<file path="config.mk">
export PLATFORM = sky130hd
export DESIGN_NAME = tmr_ccp_unit
export DESIGN_NICKNAME = d
export VERILOG_FILES = /design/src/rtl/tmr_pkg.sv /design/src/rtl/tmr_ext_edge.sv /design/src/rtl/tmr_count.sv /design/src/rtl/tmr_chan.sv /design/src/rtl/tmr_ccp_unit.sv
export SDC_FILE = /design/constraint.sdc
export NUM_CORES = 1
export LEC_CHECK = 0
export ABC_AREA = 1
export ABC_CLOCK_PERIOD_IN_PS = 1900
export BUFFER_PORTS_ARGS = -buffer_cell sky130_fd_sc_hd__buf_2
export CAP_MARGIN = 25
export CORE_ASPECT_RATIO = 0.9
export CORE_MARGIN = 4
export CORE_UTILIZATION = 50
export CTS_CLUSTER_DIAMETER = 100
export CTS_CLUSTER_SIZE = 24
export DETAILED_ROUTE_END_ITERATION = 10
export PLACE_DENSITY = 0.68
export SYNTH_ARGS = -nofsm -noshare
export SYNTH_HDL_FRONTEND = slang
export SYNTH_HIERARCHICAL = 1
export SYNTH_SLANG_ARGS = --single-unit
</file>
<file path="constraint.sdc">
create_clock -name clk -period 1.9 [get_ports clk]
set_input_delay 0.095 -clock clk [delete_from_list [all_inputs] [get_ports clk]]
set_output_delay 0.095 -clock clk [all_outputs]
set_load 0.03 [all_outputs]
</file>
<file path="src/rtl/tmr_pkg.sv">
// Shared definitions for the timer/channel block: register addresses and channel modes.
package tmr_pkg;
    localparam logic [2:0] A_CNT_LO = 3'd0;
    localparam logic [2:0] A_CNT_HI = 3'd1;
    localparam logic [2:0] A_CH_LO  = 3'd2;
    localparam logic [2:0] A_CH_HI  = 3'd3;
    localparam logic [2:0] A_CTRL   = 3'd4;
    localparam logic [2:0] A_FLAGS  = 3'd5;
    localparam logic [2:0] A_IEN    = 3'd6;

    typedef enum logic [1:0] {
        CH_OFF     = 2'd0,
        CH_CAPTURE = 2'd1,
        CH_COMPARE = 2'd2,
        CH_PERIOD  = 2'd3
    } ch_mode_t;
endpackage

</file>
<file path="src/rtl/tmr_ext_edge.sv">
// External count front end: synchronizes an asynchronous input, arms on the
// first falling edge after the timer runs, then emits one pulse per rising edge.
// Assumes the input is slower than half the system clock.
module tmr_ext_edge #(
    parameter int STAGES = 2
) (
    input  logic clk,
    input  logic rst_n,
    input  logic ext_in,
    input  logic run,
    output logic inc
);
    logic [STAGES:0] pipe;
    logic            armed;
    logic            rise, fall;

    // First synchronizer stage samples the raw input.
    always_ff @(posedge clk) begin
        if (!rst_n) pipe[0] <= 1'b0;
        else        pipe[0] <= ext_in;
    end

    // Remaining synchronizer stages plus one history flop.
    generate
        for (genvar i = 1; i <= STAGES; i++) begin : g_sync
            always_ff @(posedge clk) begin
                if (!rst_n) pipe[i] <= 1'b0;
                else        pipe[i] <= pipe[i-1];
            end
        end
    endgenerate

    assign rise = pipe[STAGES-1] & ~pipe[STAGES];
    assign fall = ~pipe[STAGES-1] & pipe[STAGES];

    // Arm on a falling edge while running; disarm whenever stopped.
    always_ff @(posedge clk) begin
        if (!rst_n)    armed <= 1'b0;
        else if (!run) armed <= 1'b0;
        else if (fall) armed <= 1'b1;
    end

    assign inc = run & armed & rise;

    assert_rearm_R9: assert property (@(posedge clk) disable iff (!rst_n)
        !run |=> !inc);
endmodule

</file>
<file path="src/rtl/tmr_count.sv">
// Up-counter with byte loads. Priority: byte write, then clear, then step.
// Reports a wrap pulse when a step leaves the all-ones value.
module tmr_count #(
    parameter int BYTE_W = 8,
    localparam int W = 2 * BYTE_W
) (
    input  logic              clk,
    input  logic              rst_n,
    input  logic              step,
    input  logic              clr,
    input  logic              wr_lo,
    input  logic              wr_hi,
    input  logic [BYTE_W-1:0] wdata,
    output logic [W-1:0]      cnt,
    output logic              wrap
);
    logic load;
    assign load = wr_lo | wr_hi;
    assign wrap = step & ~load & ~clr & (&cnt);

    // Count register update with write-over-clear-over-step priority.
    always_ff @(posedge clk) begin
        if (!rst_n)     cnt <= '0;
        else if (wr_lo) cnt[BYTE_W-1:0] <= wdata;
        else if (wr_hi) cnt[W-1:BYTE_W] <= wdata;
        else if (clr)   cnt <= '0;
        else if (step)  cnt <= cnt + 1'b1;
    end

    assert_clear_zero_R6: assert property (@(posedge clk) disable iff (!rst_n)
        (clr && !load) |=> cnt == '0);
    assert_write_wins_R7: assert property (@(posedge clk) disable iff (!rst_n)
        (wr_lo && clr) |=> cnt[BYTE_W-1:0] == $past(wdata));
endmodule

</file>
<file path="src/rtl/tmr_chan.sv">
// Capture/compare channel: holds the channel register, captures the count on
// an event, and detects matches; in period mode it requests a counter clear.
module tmr_chan #(
    parameter int BYTE_W = 8,
    localparam int W = 2 * BYTE_W
) (
    input  logic                clk,
    input  logic                rst_n,
    input  tmr_pkg::ch_mode_t   mode,
    input  logic                run,
    input  logic                cap_evt,
    input  logic [W-1:0]        cnt,
    input  logic                wr_lo,
    input  logic                wr_hi,
    input  logic [BYTE_W-1:0]   wdata,
    output logic [W-1:0]        ch_val,
    output logic                ch_set,
    output logic                clr
);
    import tmr_pkg::*;
    logic match, capture;

    assign match   = run & (mode == CH_COMPARE || mode == CH_PERIOD) & (ch_val == cnt);
    assign capture = (mode == CH_CAPTURE) & cap_evt;
    assign clr     = match & (mode == CH_PERIOD);
    assign ch_set  = match | capture;

    // Channel register: software byte writes beat a capture.
    always_ff @(posedge clk) begin
        if (!rst_n)       ch_val <= '0;
        else if (wr_lo)   ch_val[BYTE_W-1:0] <= wdata;
        else if (wr_hi)   ch_val[W-1:BYTE_W] <= wdata;
        else if (capture) ch_val <= cnt;
    end

    assert_capture_copy_R4: assert property (@(posedge clk) disable iff (!rst_n)
        (mode == CH_CAPTURE && cap_evt && !wr_lo && !wr_hi) |=> ch_val == $past(cnt));
endmodule

</file>
<file path="src/rtl/tmr_ccp_unit.sv">
// Top of the timer with one capture/compare channel. Holds control, enable and
// flag registers, the read mux and the interrupt gate. The capture event is
// assumed synchronous to clk; the external count input may be asynchronous.
module tmr_ccp_unit #(
    parameter int BYTE_W      = 8,
    parameter int SYNC_STAGES = 2
) (
    input  logic              clk,
    input  logic              rst_n,
    input  logic              ext_cnt,
    input  logic              cap_evt,
    input  logic              wr_en,
    input  logic [2:0]        addr,
    input  logic [BYTE_W-1:0] wdata,
    output logic [BYTE_W-1:0] rd_data,
    output logic              ovf_flag,
    output logic              ch_flag,
    output logic              irq
);
    import tmr_pkg::*;
    localparam int W = 2 * BYTE_W;

    logic [3:0]   ctrl_q, ien_q;
    logic         run, ext_mode, ext_inc, step, wrap, ch_set, clr;
    logic         wr_cnt_lo, wr_cnt_hi, wr_ch_lo, wr_ch_hi, wr_flags;
    logic [W-1:0] cnt, ch_val;
    ch_mode_t     mode;

    assign run       = ctrl_q[0];
    assign ext_mode  = ctrl_q[1];
    assign mode      = ch_mode_t'(ctrl_q[3:2]);
    assign wr_cnt_lo = wr_en && addr == A_CNT_LO;
    assign wr_cnt_hi = wr_en && addr == A_CNT_HI;
    assign wr_ch_lo  = wr_en && addr == A_CH_LO;
    assign wr_ch_hi  = wr_en && addr == A_CH_HI;
    assign wr_flags  = wr_en && addr == A_FLAGS;
    assign step      = run & (ext_mode ? ext_inc : 1'b1);

    tmr_ext_edge #(.STAGES(SYNC_STAGES)) u_edge (
        .clk(clk), .rst_n(rst_n), .ext_in(ext_cnt), .run(run), .inc(ext_inc));

    tmr_count #(.BYTE_W(BYTE_W)) u_cnt (
        .clk(clk), .rst_n(rst_n), .step(step), .clr(clr),
        .wr_lo(wr_cnt_lo), .wr_hi(wr_cnt_hi), .wdata(wdata),
        .cnt(cnt), .wrap(wrap));

    tmr_chan #(.BYTE_W(BYTE_W)) u_chan (
        .clk(clk), .rst_n(rst_n), .mode(mode), .run(run), .cap_evt(cap_evt),
        .cnt(cnt), .wr_lo(wr_ch_lo), .wr_hi(wr_ch_hi), .wdata(wdata),
        .ch_val(ch_val), .ch_set(ch_set), .clr(clr));

    // Control and enable registers, loaded by software writes.
    always_ff @(posedge clk) begin
        if (!rst_n) begin
            ctrl_q <= '0;
            ien_q  <= '0;
        end else if (wr_en) begin
            if (addr == A_CTRL) ctrl_q <= wdata[3:0];
            if (addr == A_IEN)  ien_q  <= wdata[3:0];
        end
    end

    // Sticky flags: software load, hardware set has priority.
    always_ff @(posedge clk) begin
        if (!rst_n) begin
            ovf_flag <= 1'b0;
            ch_flag  <= 1'b0;
        end else begin
            ovf_flag <= (wr_flags ? wdata[0] : ovf_flag) | wrap;
            ch_flag  <= (wr_flags ? wdata[1] : ch_flag)  | ch_set;
        end
    end

    // Read mux over the register map.
    always_comb begin
        rd_data = '0;
        case (addr)
            A_CNT_LO: rd_data = cnt[BYTE_W-1:0];
            A_CNT_HI: rd_data = cnt[W-1:BYTE_W];
            A_CH_LO:  rd_data = ch_val[BYTE_W-1:0];
            A_CH_HI:  rd_data = ch_val[W-1:BYTE_W];
            A_CTRL:   rd_data[3:0] = ctrl_q;
            A_FLAGS:  rd_data[1:0] = {ch_flag, ovf_flag};
            A_IEN:    rd_data[3:0] = ien_q;
            default:  rd_data = '0;
        endcase
    end

    assign irq = ien_q[3] & ien_q[2] &
                 ((run & ien_q[0] & ovf_flag) | (ien_q[1] & ch_flag));

    assert_wrap_sets_ovf_R1: assert property (@(posedge clk) disable iff (!rst_n)
        wrap |=> ovf_flag);
    assert_irq_gated_R2: assert property (@(posedge clk) disable iff (!rst_n)
        irq |-> (ien_q[3] && ien_q[2]));
    assert_ovf_sticky_R3: assert property (@(posedge clk) disable iff (!rst_n)
        (ovf_flag && !wr_flags) |=> ovf_flag);
    assert_clear_no_ovf_R6: assert property (@(posedge clk) disable iff (!rst_n)
        (clr && !ovf_flag && !wr_flags) |=> !ovf_flag);
    assert_frozen_R9: assert property (@(posedge clk) disable iff (!rst_n)
        (!run && !wr_cnt_lo && !wr_cnt_hi) |=> $stable(cnt));
endmodule

</file>
==> results.py, run 1 <==
metrics = {
    "synth": {
        "ys_ff_latch": 46,
        "ys.flop_type": "dfxtp_1",
        "yosysWarnings": 6,
        "avgSynthCellArea_um2": 6.11,
        "syn_area_mm2": 0.00324,
        "ys_async_sr_fraction": 0,
        "ys_seq_area_frac": 0.284,
        "netlist_instances": 530,
        "synth.distinct_cells": 38,
        "syn_nets": 547,
        "synth_enable_flop_cells": 0,
    },
    "floorplanning": {
        "rows": 27,
        "die_y_um": 84.4,
        "die_x_um": 92.8,
        "dieArea_mm2": 0.00783,
        "io_pins": 27,
        "coreArea_mm2": 0.00622,
        "start_util": 0.521,
    },
    "critical_path": {
        "cp_max_fo": 4,
        "arrival_ps": 2160,
        "endpoint_kind": "flip-flop",
        "worstRegToRegCells": 13,
        "setup.worst_path.start": "u_chan/ch_val[9]",
        "r2r_setup_slack_ps": -40,
        "worstPathRequired_ps": 2120,
        "worst-setup-path-type": "reg -> reg",
        "r2r-start": "u_chan/ch_val[9]",
        "crit_end": "u_cnt/cnt[10]",
        "start_kind": "flip-flop",
        "timing.rr.end": "u_cnt/cnt[10]",
    },
    "global_route": {
        "grt_overflow": 0,
        "grt_pass1_wl_mm": 16.3,
        "grt_use_total": 0.260,
        "grt_antenna_before_repair": 0,
        "grt_max_degree": 47,
        "grt_pass1_vias": 3142,
    },
    "clock_tree": {
        "cts.path.max_buffers": 2,
        "clock_latency_ps": 310,
        "htreeDepth": 2,
        "cts_sinks": 46,
        "cts_inserted_buffers": 5,
        "clkTransAtPathRegs_ps": 90,
        "cts_root_buffer": "clkbuf_8",
        "cts_tree": "yes",
    },
    "cells_and_area": {
        "drive_gt1_frac": 0.304,
        "mostFrequentLayoutCells": "125 x nand2_1, 62 x inv_1, 54 x o21ai_0",
        "seqCellArea_um2": 970,
        "stdcell_area_mm2": 0.00394,
        "layout_commonest_cell": "nand2_1",
        "multiInputGateArea_mm2": 0.00202,
        "fillCellCount": 635,
        "nets": 604,
        "diodes": 0,
        "syn2layout_area_growth_pct": 21.7,
    },
    "detailed_routing": {
        "wirelength_mm": 10.3,
        "wl_per_cell_um": 15.2,
        "post-route-drc-count": 0,
        "avgViaCountPerCell": 5.39,
        "drt.antenna.violating_nets": 0,
        "vias": 3641,
        "drt_iter0_markers": 242,
        "drt_pass1_iterations": 5,
    },
    "worst_hold_path": {
        "hp-class": "in -> reg",
        "worstHoldStart": "wdata[6]",
    },
    "timing": {
        "period_minus_slack_ps": 1940,
        "setup_viol": 3,
        "final.setup_skew_ps": 8.96,
        "fmax_mhz": 515,
        "report.final.slew_viol_count": 0,
        "relSlewSlack": 0.676,
        "whs_ps": 118,
        "setup_ws_ps": -40.3,
        "rsz0062_at_grt": "true",
        "tns_ps": -85.6,
        "finalHoldViolCount": 0,
        "fin_crit_sh": 1.02,
        "tightest_slew_ps": 486,
    },
    "power": {
        "p_leak_nw": 1.74,
        "p_per_area_mw_per_mm2": 548,
        "ir_worst_vdd_v": 0.000324,
    },
    "placed_design": {
        "pre_cts_ws_ps": -44.5,
        "gp_congestion": 0.930,
        "place_area_mm2": 0.00364,
        "hpwl_mm": 7.74,
        "numPortBuffers": 26,
    },
    "job": {
        "max_cap_violations": 0,
    },
    "status": {
        "violations": "setup timing",
        "status": "finished with violations",
    },
}
critical path: stages (launching register included):
cell and delay, ps:
dfxtp_2 350, inv_2 50, nand2_4 90, nand2_1 60, nor2_1 90, nand2_1 90, nor2_1 140, nand3_2 120
nor2_4 160, nor2_4 60, a21oi_4 250, buf_6 160, o21ai_2 50, a21oi_1 180
power by group:
part	internal, W	switching, W	leakage, nW
Clock	0.000259	0.000355	0.0441
Sequential	0.00101	0.0000448	0.388
Combinational	0.000176	0.000316	1.31
area by class of cell:
type,count,area share
Timing Repair Buffer,65,0.114
Clock buffer,5,0.0174
Clock inverter,3,0.00539
Inverter,79,0.0765
Sequential cell,46,0.246
Tap cell,87,0.0276
Multi-Input combinational cell,390,0.513
metrics by stage:
step	utilization	power, W	std cells
after floorplan	-	0.00134	530
after global placement	0.585	0.00150	664
after detailed placement	0.585	0.00151	664
after CTS	0.603	0.00212	673
after global routing	0.634	0.00227	675
final	0.634	0.00216	675
registers in the layout (all words and copies together) (netlist names):
signal         flops
u_chan/ch_val     16
u_cnt/cnt         16
ctrl_q             4
ien_q              4
u_edge/pipe        3
ch_flag            1
ovf_flag           1
u_edge/armed       1
cells in the mapped netlist, types with 2 or more instances:
cell type	n	share of area
dfxtp_1	46	0.28
a21oi_2	2	0.0054
nor2_2	9	0.017
nand3_1	29	0.045
nand2_2	7	0.014
inv_1	71	0.082
o21ai_1	5	0.0077
inv_2	8	0.0093
a21oi_1	41	0.063
nor2_4	3	0.010
o21ai_2	4	0.011
buf_2	2	0.0031
nor2_1	58	0.067
buf_6	9	0.031
o21ai_0	61	0.094
nor3_1	2	0.0031
clkbuf_1	2	0.0023
or2_2	2	0.0039
nand3_2	2	0.0062
nand4_1	15	0.029
nand2_1	134	0.16
xor2_1	2	0.0054
kinds of logic after synthesis:
family,Yosys count,share of synthesized area
adders and majority gates,1,0.00386
xor gates and xnor gates,2,0.00541
AOI/OAI and AO/OA,120,0.202
and+or+nand+nor,267,0.372
DFF,46,0.284
buffers and inverters,94,0.132
how the worst min path moves through the flow:
| stage | cells after the start | slack [ps] | end |
|---|---|---|---|
| final | 3 | 120 | u_cnt/cnt[6] |
| after global routing | 3 | 90 | u_cnt/cnt[6] |
| after CTS | 3 | 90 | u_cnt/cnt[6] |
| after detailed placement | 3 | 290 | u_edge/pipe[0] |
| after global placement | 3 | 280 | u_edge/pipe[0] |
| after floorplan | 2 | 190 | u_edge/pipe[0] |
routing by layer:
metal	track usage	share of wire
met1	0.395	0.48
met2	0.389	0.44
met3	0.0349	0.063
met4	0.0546	0.013
met5	0	0
timing repair:
item                                    4_1_cts  5_1_grt
pin swaps                                     1       23
buffers inserted                              0        2
resized for setup                            10       77
hold buffers                                  1        0
endpoints found under the setup margin       11       17
endpoints found under the hold margin         1        0
(Power assumes the default switching activity.)
==> run 2: changes to the inputs <==
REMOVE_ABC_BUFFERS = 1   (was not set)
==> run 2 against run 1 <==
The flow still finishes with violations (setup timing). Global-route usage grew 0.84 points. Count of clock-buffer cells in the layout grew 1. Combinational power grew 4.3%. Critical path type unchanged. Via count grew 2.3%. Clock skew is essentially flat. Power grew 15%. Sequential power is essentially flat. Final cell count grew 2.2%. Largest cell class unchanged. Non-clock buffer count grew 15.
==> results.py, run 2 (synthesis gave the netlist of run 1 again) <==
metrics = {
    "timing": {
        "period_minus_slack_ps": 1920,
        "final.setup_skew_ps": 9.25,
        "setup_viol": 2,
        "finalHoldViolCount": 0,
        "fin_crit_sh": 1.01,
        "tightest_slew_ps": 832,
        "setup_ws_ps": -19.8,
        "rsz0062_at_grt": "true",
        "report.final.slew_viol_count": 0,
        "tns_ps": -36.7,
        "relSlewSlack": 0.445,
        "fmax_mhz": 521,
    },
    "placed_design": {
        "hpwl_mm": 7.82,
        "pre_cts_ws_ps": -96.1,
        "numPortBuffers": 26,
        "dp_cells": 672,
        "gp_congestion": 0.967,
    },
    "status": {
        "violations": "setup timing",
        "status": "finished with violations",
    },
    "clock_tree": {
        "clock_latency_ps": 310,
        "htreeDepth": 2,
        "clkTransAtPathRegs_ps": 90,
        "cts_tree": "yes",
        "cts_inserted_buffers": 5,
        "cts_root_buffer": "clkbuf_8",
        "cts_sinks": 46,
        "cts.path.max_buffers": 2,
    },
    "critical_path": {
        "worst-setup-path-type": "reg -> reg",
        "arrival_ps": 2160,
        "r2r-start": "u_chan/ch_val[1]",
        "slowest_stage": "dfxtp_4",
        "cp_cell_sequence": "inv_2 -> nand2_2 -> nand2_1 -> nor2_1 -> nand2_2 -> nor2_2 -> nand3_2 -> nor2_4 -> nor2_4 -> o21ai_4 -> buf_6 -> o21ai_0 -> a21oi_1",
        "crit_buf_inv": 2,
        "slowest_delay_ps": 380,
        "crit_family": "simple AND/OR/NAND/NOR gates",
        "path_depth": 13,
        "setup.worst_path.start": "u_chan/ch_val[1]",
        "start_kind": "flip-flop",
        "endpoint_kind": "flip-flop",
        "r2r_setup_slack_ps": -20,
        "timing.rr.end": "u_cnt/cnt[3]",
        "cp_max_fo": 6,
        "worstRegToRegCells": 13,
        "crit_end": "u_cnt/cnt[3]",
        "worstPathRequired_ps": 2140,
    },
    "cells_and_area": {
        "nets": 619,
        "syn2layout_area_growth_pct": 26.3,
        "largestRegisters": "u_chan/ch_val: 16 flops, u_cnt/cnt: 16 flops",
        "mostFrequentLayoutCells": "125 x nand2_1, 65 x inv_1, 53 x nor2_1",
        "fillCellCount": 605,
        "drive_gt1_frac": 0.307,
        "layout_commonest_cell": "nand2_1",
        "fin_cells": 690,
        "diodes": 0,
    },
    "detailed_routing": {
        "drt.antenna.violating_nets": 0,
        "wl_per_cell_um": 15.4,
        "drt_pass1_iterations": 5,
        "drt_iter0_markers": 358,
        "wirelength_mm": 10.6,
        "post-route-drc-count": 0,
        "vias": 3725,
        "avgViaCountPerCell": 5.40,
    },
    "floorplanning": {
        "start_util": 0.521,
        "die_y_um": 84.4,
        "coreArea_mm2": 0.00622,
        "dieArea_mm2": 0.00783,
        "die_x_um": 92.8,
        "io_pins": 27,
        "rows": 27,
    },
    "global_route": {
        "grt_pass1_wl_mm": 16.8,
        "grt_max_degree": 45,
        "grt_pass1_vias": 3271,
        "grt_antenna_before_repair": 0,
        "grt_use_total": 0.268,
        "grt_overflow": 0,
    },
    "worst_hold_path": {
        "hp-class": "in -> reg",
        "hold_depth": 3,
    },
    "power": {
        "ir_worst_vdd_v": 0.000479,
        "p_per_area_mw_per_mm2": 608,
        "p_leak_nw": 1.84,
    },
    "job": {
        "max_cap_violations": 0,
    },
}
-- run 2: what timing repair did --
action / CTS / global route
setup endpoints to repair: 17 / 18
resized for setup: 39 / 41
hold buffers: 1 / 0
endpoints found under the hold margin: 1 / 0
buffers inserted: 7 / 5
pin swaps: 13 / 13
-- run 2: power breakdown --
part / leakage [nW] / switching, W / total [W] / internal, W
clock: 0.0714 / 0.000356 / 0.000918 / 0.000561
combinational: 1.38 / 0.000322 / 0.000513 / 0.000191
sequential: 0.385 / 0.0000417 / 0.00105 / 0.00101
total: 1.84 / 0.000720 / 0.00249 / 0.00176
-- run 2: worst register-to-register path, stage by stage (launching register included) --
cell and delay, ps:
dfxtp_4 380, inv_2 40, nand2_2 60, nand2_1 60, nor2_1 150, nand2_2 90
nor2_2 120, nand3_2 120, nor2_4 140, nor2_4 70, o21ai_4 250, buf_6 140
o21ai_0 80, a21oi_1 170
-- run 2: cell type report --
cell class / instances / area, µm² / share of cell area
multi-input combinational: 390 / 2020 / 0.494
sequential: 46 / 956 / 0.234
timing repair buffer: 80 / 564 / 0.138
inverter: 79 / 299 / 0.0731
tap: 87 / 109 / 0.0266
clock buffer: 6 / 82.6 / 0.0202
clock inverter: 2 / 60.1 / 0.0147
-- run 2: per-stage QoR --
step                      hold slack [ps]   util  instance area [µm²]  total power, W
after CTS                             100  0.637                 3960         0.00245
after floorplan                       188      -                 3110         0.00130
after detailed placement              284  0.593                 3680         0.00152
after global routing                  131  0.658                 4090         0.00259
after global placement                280  0.593                 3680         0.00152
final                                 106  0.658                 4090         0.00249
-- run 2: how the worst min path moves through the flow --
stage	startpoint	end	slack, ps
floorplan	rst_n	u_edge/pipe[0]	190
global placement	ext_cnt	u_edge/pipe[0]	280
detailed placement	ext_cnt	u_edge/pipe[0]	280
CTS	wdata[6]	u_cnt/cnt[6]	100
global route	wdata[6]	u_cnt/cnt[6]	130
finish	wdata[6]	u_cnt/cnt[6]	110
-- run 2: layer usage --
metal | up-vias | global-route usage | routed length (µm)
met5 | - | 0 | 0
met4 | 0 | 0.0586 | 172
met3 | 15 | 0.0484 | 869
met2 | 156 | 0.414 | 4710
met1 | 1700 | 0.388 | 4890
li1 | 1854 | - | -
==> run 3: changes to the inputs <==
ABC_AREA = not set   (was 1)
CTS_BUF_LIST = sky130_fd_sc_hd__clkbuf_4 sky130_fd_sc_hd__clkbuf_8   (was not set)
==> run 3 against run 2 <==
The flow still finishes with violations (setup timing). Global-route usage grew 0.49 points. Routed wire length is 3.6% lower. Register-to-register slack worse by 560 ps. Critical path depth shrank 4. Clock power decreased by 18%. Sequential power about the same. Hold slack better by 25 ps. Fmax fell by 23%. Synthesized cell count is 35% lower. Non-clock buffer count increased by 27. Via count is 14% lower. Clock skew is 4.8 ps higher. Critical endpoint is now u_cnt/cnt[15]. Largest power group unchanged.
==> results.py, run 3 <==
metrics = {
    "detailed_routing": {
        "drt_pass1_iterations": 7,
        "avgViaCountPerCell": 6.27,
        "post-route-drc-count": 0,
        "wirelength_mm": 10.3,
        "drt.antenna.violating_nets": 0,
        "drt_iter0_markers": 363,
        "vias": 3186,
        "wl_per_cell_um": 20.2,
    },
    "worst_hold_path": {
        "holdPathEnd": "u_chan/ch_val[9]",
        "hold_depth": 2,
        "worstHoldStart": "rst_n",
        "hp-class": "in -> reg",
    },
    "synth": {
        "ys_async_sr_fraction": 0,
        "synth_enable_flop_cells": 0,
        "synth.most_common_cell": "dfxtp_1",
        "ys_seq_area_frac": 0.301,
        "avgSynthCellArea_um2": 8.86,
        "yosysWarnings": 6,
        "syn_area_mm2": 0.00306,
        "ys.flop_type": "dfxtp_1",
        "ys_ff_latch": 46,
        "synth.distinct_cells": 63,
        "synth_common_cells": "46 x dfxtp_1, 37 x nand2_1, 34 x mux2i_1, 18 x nor2b_1",
        "synth_top_area_frac": 0.301,
        "synth_top_cell_by_area": "dfxtp_1",
        "netlist_instances": 345,
        "synth_area_leaders": "dfxtp_1 30%, mux2i_1 11%, o211a_1 5.6%",
    },
    "cells_and_area": {
        "nets": 454,
        "largestRegisters": "u_chan/ch_val: 16 flops, u_cnt/cnt: 16 flops",
        "mostFrequentLayoutCells": "74 x buf_4, 39 x dfxtp_1, 35 x nand2_1",
        "diodes": 0,
        "drive_gt1_frac": 0.397,
        "fin_cells": 508,
        "stdcell_area_mm2": 0.00411,
        "layout_commonest_cell": "buf_4",
        "fillCellCount": 463,
        "syn2layout_area_growth_pct": 34.4,
    },
    "timing": {
        "whs_ps": 131,
        "fin_crit_sh": 1.31,
        "tns_ps": -7630,
        "finalHoldViolCount": 0,
        "period_minus_slack_ps": 2480,
        "rsz0062_at_grt": "true",
        "relSlewSlack": 0.404,
        "tightest_slew_ps": 887,
        "setup_viol": 17,
        "report.final.slew_viol_count": 0,
        "setup_ws_ps": -584,
        "fmax_mhz": 403,
        "final.setup_skew_ps": 14.1,
    },
    "critical_path": {
        "arrival_ps": 2740,
        "endpoint_kind": "flip-flop",
        "r2r_setup_slack_ps": -580,
        "cp_max_fo": 3,
        "start_kind": "flip-flop",
        "worstRegToRegCells": 9,
        "timing.rr.end": "u_cnt/cnt[15]",
        "worst-setup-path-type": "reg -> reg",
        "r2r-start": "u_cnt/cnt[10]",
        "worstPathRequired_ps": 2150,
    },
    "clock_tree": {
        "cts_root_buffer": "clkbuf_8",
        "cts_tree": "yes",
        "cts_inserted_buffers": 5,
        "cts_sinks": 46,
        "clkTransAtPathRegs_ps": 90,
        "cts.path.max_buffers": 2,
        "clock_latency_ps": 310,
        "htreeDepth": 2,
    },
    "placed_design": {
        "hpwl_mm": 7.34,
        "dp_cells": 492,
        "numPortBuffers": 26,
        "gp_congestion": 1.03,
        "place_area_mm2": 0.00369,
    },
    "floorplanning": {
        "coreArea_mm2": 0.00579,
        "dieArea_mm2": 0.00743,
        "start_util": 0.528,
        "io_pins": 27,
        "die_x_um": 90.4,
        "rows": 26,
        "die_y_um": 82.2,
    },
    "global_route": {
        "grt_antenna_before_repair": 0,
        "grt_max_degree": 34,
        "grt_overflow": 0,
        "grt_pass1_vias": 2954,
        "grt_pass1_wl_mm": 15.8,
        "grt_use_total": 0.273,
    },
    "power": {
        "p_leak_nw": 1.75,
        "p_per_area_mw_per_mm2": 565,
        "ir_worst_vdd_v": 0.000353,
    },
    "job": {
        "max_cap_violations": 0,
    },
    "status": {
        "status": "finished with violations",
        "violations": "setup timing",
    },
}
run 3: changes by cell type after synthesis, sizes merged, moves of 8 or more:
cell and change:
nand4 -8, mux2i +34, o21ai -65, nand3 -18
nand2 -105, nor2 -57, o211a +17, nor2b +18
inv -71, xnor2 +17, a21oi -32
run 3: worst max-delay path by stage:
stage	slack [ps]	start	endpoint	depth (start not counted)
finish	-580	u_cnt/cnt[10]	u_cnt/cnt[15]	9
global placement	-550	u_chan/ch_val[9]	u_cnt/cnt[13]	8
CTS	-440	u_chan/ch_val[11]	u_cnt/cnt[15]	9
floorplan	-650	u_cnt/cnt[11]	u_cnt/cnt[13]	8
global route	-580	u_cnt/cnt[10]	u_cnt/cnt[15]	9
detailed placement	-560	u_chan/ch_val[10]	u_cnt/cnt[13]	8
run 3: repair_timing:
item,4_1_cts,5_1_grt
hold endpoints to repair,1,0
pin swaps,13,17
setup buffers,3,5
setup endpoints to repair,18,18
hold buffers,1,0
resized for setup,28,34
run 3: cell families (layout without fill, tap and decap cells):
kind of cell	Yosys count	count (layout)	share of synthesized area
DFF	46	46	0.301
xor gates and xnor gates	17	17	0.0487
AOI/OAI and AO/OA	75	75	0.195
muxes	41	41	0.152
buffers and inverters	30	123	0.0561
adders and majority gates	1	1	0.00409
and+or+nand+nor	135	135	0.243
run 3: worst max-delay path: stages (launching register included):
cell     delay, ps
dfxtp_2        350
xnor2_2        220
nand4_1        170
or4_4          530
nor3_4         180
buf_6          140
nor3_4          40
or4_1          450
mux2_4         280
nand3_2         70
run 3: cell type report:
class	count	area, µm²	area share
timing repair buffer	107	763	0.186
tap	70	87.6	0.0213
multi-input combinational	269	2190	0.532
inverter	8	30.0	0.00731
clock buffer	5	68.8	0.0167
clock inverter	3	43.8	0.0107
sequential	46	930	0.226
run 3: metrics by stage:
step	setup WS [ps]	utilization	total power, W
2_1_floorplan	-648	-	0.00129
3_5_place_dp	-560	0.637	0.00152
4_1_cts	-440	0.682	0.00230
3_3_place_gp	-545	0.637	0.00151
6_report	-584	0.710	0.00232
5_1_grt	-585	0.710	0.00242
run 3: where the power goes:
group,internal [W],switching (W)
Combinational,0.000234,0.000289
Clock,0.000395,0.000361
Sequential,0.00101,0.0000351
Total,0.00164,0.000684
run 3: routing by layer:
metal,up-vias,track usage,part of all wire
met5,-,0,0
met4,0,0.0780,0.013
met3,13,0.0453,0.066
met2,158,0.467,0.49
met1,1540,0.362,0.43
li1,1475,-,-
